===== config.mk =====
export PLATFORM = sky130hd
export DESIGN_NAME = pc_flow_unit
export DESIGN_NICKNAME = d
export VERILOG_FILES = /design/src/rtl/pc_flow_unit.sv
export SDC_FILE = /design/constraint.sdc
export NUM_CORES = 1
export LEC_CHECK = 0
export ABC_AREA = 1
export BUFFER_PORTS_ARGS = -buffer_cell sky130_fd_sc_hd__buf_2
export CAP_MARGIN = 20
export CORE_UTILIZATION = 53
export CTS_BUF_LIST = sky130_fd_sc_hd__clkbuf_16
export CTS_CLUSTER_DIAMETER = 150
export DETAILED_ROUTE_END_ITERATION = 10
export PLACE_DENSITY_LB_ADDON = 0.25
export SLEW_MARGIN = 40
export SYNTH_ARGS = -nofsm -noshare
export SYNTH_HDL_FRONTEND = slang
export SYNTH_SLANG_ARGS = --single-unit

===== constraint.sdc =====
create_clock -name clk -period 2.5 [get_ports clk]
set_input_delay 0.25 -clock clk [delete_from_list [all_inputs] [get_ports clk]]
set_output_delay 0.25 -clock clk [all_outputs]
set_load 0.01 [all_outputs]

===== src/rtl/pc_flow_unit.sv =====
module pc_flow_unit #(
  parameter int PC_W = 11
) (
  input  logic            clk,
  input  logic            rst_n,
  input  logic            issue,
  input  logic [3:0]      op,
  input  logic [PC_W-1:0] pc,
  input  logic [7:0]      flags,
  input  logic [2:0]      flag_sel,
  input  logic            flag_pol,
  input  logic [11:0]     offset,
  input  logic [15:0]     zptr,
  input  logic            skip_hit,
  input  logic            next_long,
  output logic            res_valid,
  output logic [PC_W-1:0] next_pc,
  output logic            taken,
  output logic [1:0]      cycles
);

  localparam logic [3:0] OP_SEQ  = 4'd0;
  localparam logic [3:0] OP_BFLG = 4'd1;
  localparam logic [3:0] OP_BGE  = 4'd2;
  localparam logic [3:0] OP_BLT  = 4'd3;
  localparam logic [3:0] OP_BSH  = 4'd4;
  localparam logic [3:0] OP_BLO  = 4'd5;
  localparam logic [3:0] OP_RJMP = 4'd6;
  localparam logic [3:0] OP_IJMP = 4'd7;
  localparam logic [3:0] OP_SKIP = 4'd8;
  localparam int FC = 0;
  localparam int FN = 2;
  localparam int FV = 3;

  logic [15:0] pc16, short_k, long_k, short_tgt, long_tgt, seq_tgt, skip_tgt, tgt16;
  logic        br_cond, is_br, go;
  logic [1:0]  cyc_d;

  assign pc16      = 16'(pc);
  assign short_k   = {{9{offset[6]}}, offset[6:0]};
  assign long_k    = {{4{offset[11]}}, offset};
  assign short_tgt = pc16 + short_k + 16'd1;
  assign long_tgt  = pc16 + long_k + 16'd1;
  assign seq_tgt   = pc16 + 16'd1;
  assign skip_tgt  = pc16 + (next_long ? 16'd3 : 16'd2);

  always_comb begin
    br_cond = 1'b0;
    is_br   = 1'b1;
    unique case (op)
      OP_BFLG: br_cond = (flags[flag_sel] == flag_pol);
      OP_BGE:  br_cond = ~(flags[FN] ^ flags[FV]);
      OP_BLT:  br_cond =  (flags[FN] ^ flags[FV]);
      OP_BSH:  br_cond = ~flags[FC];
      OP_BLO:  br_cond =  flags[FC];
      default: is_br   = 1'b0;
    endcase
  end

  always_comb begin
    tgt16 = seq_tgt;
    go    = 1'b0;
    cyc_d = 2'd1;
    if (is_br) begin
      if (br_cond) begin
        tgt16 = short_tgt;
        go    = 1'b1;
        cyc_d = 2'd2;
      end
    end else begin
      case (op)
        OP_RJMP: begin tgt16 = long_tgt; go = 1'b1; cyc_d = 2'd2; end
        OP_IJMP: begin tgt16 = zptr;     go = 1'b1; cyc_d = 2'd2; end
        OP_SKIP: if (skip_hit) begin
          tgt16 = skip_tgt;
          go    = 1'b1;
          cyc_d = next_long ? 2'd3 : 2'd2;
        end
        default: ;
      endcase
    end
  end

  logic [PC_W-1:0] pc_q;
  logic [3:0]      op_q;

  always_ff @(posedge clk) begin
    if (!rst_n) begin
      res_valid <= 1'b0;
      next_pc   <= '0;
      taken     <= 1'b0;
      cycles    <= 2'd0;
      pc_q      <= '0;
      op_q      <= OP_SEQ;
    end else begin
      res_valid <= issue;
      if (issue) begin
        next_pc <= tgt16[PC_W-1:0];
        taken   <= go;
        cycles  <= cyc_d;
        pc_q    <= pc;
        op_q    <= op;
      end
    end
  end

  p_valid_follows_r2: assert property (@(posedge clk) disable iff (!rst_n)
    issue |=> res_valid);

  p_idle_follows_r2: assert property (@(posedge clk) disable iff (!rst_n)
    !issue |=> !res_valid);

  p_taken_branch_two_r4: assert property (@(posedge clk) disable iff (!rst_n)
    (res_valid && taken && op_q != OP_SKIP) |-> cycles == 2'd2);

  p_not_taken_seq_r10: assert property (@(posedge clk) disable iff (!rst_n)
    (res_valid && !taken) |-> (cycles == 2'd1 && next_pc == PC_W'(pc_q + 1'b1)));

  p_skip_step_r9: assert property (@(posedge clk) disable iff (!rst_n)
    (res_valid && taken && op_q == OP_SKIP) |->
      (cycles != 2'd1 && next_pc == PC_W'(pc_q + PC_W'(cycles))));

  p_cycles_nonzero_r12: assert property (@(posedge clk) disable iff (!rst_n)
    res_valid |-> cycles != 2'd0);

endmodule


; ---- Word level (Yosys, flattened, before mapping)
; Cells that the tools add are included.
; W data, S select, Z words.
[op_classes]
n_addsub = 6
mul = 0
n_div = 0
order_cmp = 1
n_eq_ne = 9
shift = 0
n_mux = 18
bitwise_logic = 3
reduce_logical = 2
[op_table]
columns = operator, count
row1 = $mux W11, 3
row2 = $pmux W11 S3, 1
row3 = $add A11 B2 Y11 const B, 2
row4 = $eq A4 B3 Y1 const B, 4
row5 = $add A11 B1 Y11 const B, 1
row6 = $add A11 B11 Y11, 1
row7 = $add A11 B2 Y11, 1
row8 = $add A11 B7 Y11, 1
row9 = $eq A4 B2 Y1 const B, 2
row10 = $mux W1, 7
row11 = $mux W2, 3
row12 = $pmux W1 S5, 1
row13 = $reduce_or A5 Y1, 1
row14 = $eq A4 B1 Y1 const B, 1
row15 = $eq A4 B4 Y1 const B, 1
row16 = $lt A3 B4 Y1 const B, 1
row17 = $pmux W2 S2, 1
row18 = $bmux W1 S3, 1
row19 = $not A1 Y1, 2
row20 = $pmux W1 S2, 1
row21 = $reduce_or A2 Y1, 1
row22 = $eq A1 B1 Y1, 1
row23 = $xor A1 B1 Y1, 1
[word_totals]
ff_bits = 15
latchBits = 0
mem_bits_rw = 0
mem_bits_ro = 0
elab_cells = 43
mem_count = 0

; ---- Logic depth before layout (Yosys ltp)
[logic_depth]
depth_word = 6
mapped_depth = 15
depth_no_buf = 15

; ---- Worst setup path after synthesis
; OpenSTA, ideal clock, no wires.
[synth_timing]
path_type = input -> register
from = in pc[0]
to = reg next_pc[8]
arrival_ps = 1726
required_time_ps = 2391
path_slack_ps = 665
stages = 15
n_path_buf = 0
cell_sequence = inv_1 > ha_1 > inv_1 > fa_1 > nand3_1 > nand2_1 > nand3_1 > nand2_1 > xor2_1 > inv_1 > nand2_1 > nand2_1 > nand3_1 > nand2_1 > inv_1
[synth_via]
elab_chain_len = 4
[synth_rtl]
columns = item, line_no
row1 = from (decl), 8  ; input logic [PC_W-1:0] pc,
row2 = "$add A11 B11 Y11, or another cell as far along", 43  ; assign long_tgt = pc16 + long_k + 16'd1;
row3 = "$add A11 B2 Y11, or another cell as far along", 43
row4 = $pmux W11 S3 / $mux W11 (equally long branches), "71, 65"
row5 = $mux W11 (*), 64  ; if (is_br) begin
row6 = to (signal assigned), 98  ; next_pc <= tgt16[PC_W-1:0];
row7 = to (decl), 17  ; output logic [PC_W-1:0] next_pc,
; Mark *: on every way between the ends. The rest lies on a longest branch, timed or not.
; A chain may end at the register's enable or synchronous reset.

; ---- Worst setup path in the final report
; Same ends and word-level chain as after synthesis.

==> run_results.csv <==
group,metric,value,unit
pwr,power.total,1.04,mW
global_route,grt_overflow,0,
sta,whs,0.323,ns
drt,drtAntennaViolNets,0,
setup_path,cp.required,2.64,ns
logic_synthesis,synth_top_area_share,21.6,%
setup_path,crit_cells,15,
global_route,first_global_vias,2795,
job,drv_cap,0,
finish,stdcell_area,2890,µm²
drt,drtIter0Drc,240,
logic_synthesis,yosysUniqueCellTypes,36,
setup_path,cp_slowest_cell,"fa_1",
logic_synthesis,syn_nets,522,
clocking,cts_tree,"built",
logic_synthesis,synthesis.area,2440,µm²
clocking,clockRootBuffer,"clkbuf_16",
finish,multiInputGateArea,1840,µm²
clocking,cts_buffers,3,
setup_path,worstPathCellList,"buf_2, inv_1, ha_1, inv_1, fa_1, nand3_1, nand2_1, nand3_1, nand3b_1, nand3_1, nand3_1, nand2_1, nand3_1, nand2_1, inv_1",
logic_synthesis,synthTopCellsByArea,"nand2_1, dfxtp_1, nand3_1",
clocking,htree_levels,1,
finish,fin_cells,561,
logic_synthesis,syn_avg_cell_area,5.47,µm²
finish,diodes,0,
setup_path,crit_path_frequent_cell,"nand3_1",
sta,finalHoldViolCount,0,
logic_synthesis,ys_ff_latch,14,
sta,drv_slew,0,
sta,skew,0,ns
placement,dp_cells,558,
finish,syn2layout_area_growth,18.5,%
logic_synthesis,yosysTopAreaCell,"nand2_1",
drt,wl,7030,µm
clocking,cts.clk_slew.worst_paths,0.05,ns
sta,relSlewSlack,73.9,%
finish,drive_gt1_share,16.9,%
placement,gp_congestion,0.944,
sta,fmax,508,MHz
worst_hold_path,hold_class,"input pin to register",
pwr,leakagePower,1.64,nW
finish,seqCellArea,280,µm²
setup_path,regToRegEndpoint,"taken",
die,die_area,4870,µm²
sta,fin_setup_tns,0,ns
finish,final_util,65.8,%
die,core,4380,µm²
die,rows,24,
clocking,cts_setup_buffers,0,
setup_path,critical_path_arrival,2.11,ns
logic_synthesis,ys.flop_type,"dfxtp_1",
clocking,cts_hold_buf,0,
setup_path,timing.rr.start,"taken",
global_route,antenna_found_initial,0,
drt,routed_via_density,5.38,
worst_hold_path,hold_end,"res_valid",
global_route,gr-usage-all-layers,30.9,%
placement,dp_slack,0.295,ns
die,die_y,69.8,µm
setup_path,r2r_setup_slack,1.83,ns
sta,finalCriticalPeriod,1.97,ns
logic_synthesis,synth_most_common_cell,"nand2_1",
clocking,cts-resized-gates,0,
finish,fill_cells,431,
die,start_util,55.6,%
drt,vias,3020,
placement,dp_hpwl,5880,µm
sta,fin_crit_sh,78.7,%
setup_path,slowest_delay,0.42,ns
die,ioPinCount,75,
logic_synthesis,async_reset_ff_share,0,%
run_status,status,"complete, no violations",
pwr,powerDensity,359,nW/µm²
placement,dpl_cell_area,2810,µm²
logic_synthesis,ys_seq_area_share,11.5,%
worst_hold_path,hold_path_depth,3,
setup_path,critPathBufInv,4,
global_route,grt_max_degree,19,
setup_path,r2r_cells,2,
global_route,grt_pass1_wl,12300,µm
placement,portBuffers,68,
drt,wl_per_cell,12.5,µm
setup_path,worstSetupPathType,"input pin to register",
logic_synthesis,synth_cells,445,
clocking,insertion_delay,0.23,ns
drt,drc,0,
sta,rsz0062_at_grt,"false",
logic_synthesis,ys_warn_count,0,
clocking,max-clock-path-buffers,2,
worst_hold_path,hp-start,"rst_n",
setup_path,cp-end-kind,"register",
die,die_w,69.8,µm
logic_synthesis,synth_common_cells,"nand2_1, inv_1, nand3_1",
setup_path,critPathLaunchType,"input pin",
setup_path,cp_top_family,"simple AND/OR/NAND/NOR gates",
sta,setup-violations-final,0,
finish,fin_nets,588,
clocking,clock-sinks,14,
setup_path,worstPathMaxFanout,4,
sta,worst_pin_slew,0.390,ns
pwr,ir_drop,0.000245,V
drt,drt_first_pass_iters,5,
sta,setup_ws,0.532,ns
logic_synthesis,synth_edf_count,0,
==> worst max-delay path by stage <==
| stage | from | end | slack (ns) |
|---|---|---|---|
| after floorplan | pc[0] | next_pc[8] | 0.67 |
| after global placement | pc[0] | next_pc[8] | 0.35 |
| after detailed placement | pc[0] | next_pc[8] | 0.30 |
| after CTS | pc[0] | next_pc[8] | 0.53 |
| after global routing | pc[0] | next_pc[4] | 0.35 |
| final | pc[0] | next_pc[8] | 0.53 |
==> worst register-to-register path: stages, from the launching register on <==
cell      delay [ns]
dfxtp_1         0.33
o211ai_1        0.16
inv_1           0.08
==> cell families (layout without fill, tap and decap cells) <==
logic type	after synthesis	in the layout	synth area share (%)
adder cells (fa/ha/maj)	17	17	9.04
AO/OA/AOI/OAI	59	59	14.1
buffers and inverters	80	144	12.9
XOR/XNOR	21	21	7.55
flip-flops	14	14	11.5
AND/OR/NAND/NOR	254	254	44.8
==> area by class of cell <==
cell class	instances	share of cell area, %
Clock buffer	3	2.60
Timing Repair Buffer	71	12.6
Multi-Input combinational cell	351	63.8
Sequential cell	14	9.71
Inverter	70	9.10
Tap cell	52	2.25
==> flip-flops by register name, summed over array words and instances, names as in the netlist <==
register / cells
next_pc: 11
cycles: 1
res_valid: 1
taken: 1
==> routing by layer <==
layer,vias to the layer above,track usage [%],part of all wire [%]
met2,114,50.6,45
met4,0,8.89,2.6
met1,1336,41.6,45
met5,-,0,0
met3,16,4.94,6.9
li1,1554,-,-
==> placed cells by master, fill, tap and decap left out, types with 3 or more instances in the layout <==
cell type and n:
a21oi_1 26, buf_2 68, buf_4 3, clkbuf_16 3, dfxtp_1 14, ha_1 16, inv_1 68, nand2_1 140
nand3_1 54, nand3b_1 3, nand4_1 7, nor2_1 40, nor3_1 4, o211ai_1 3, o21ai_0 16, o21ai_1 3
o21ai_2 3, xnor2_1 5, xor2_1 16
==> report_power, final <==
part	switching, mW	total, mW	internal [mW]
combinational	0.307	0.493	0.186
clock	0.0832	0.292	0.208
sequential	0.00891	0.252	0.243
total	0.399	1.04	0.637
Note: power is estimated with default switching activity, not from simulation.
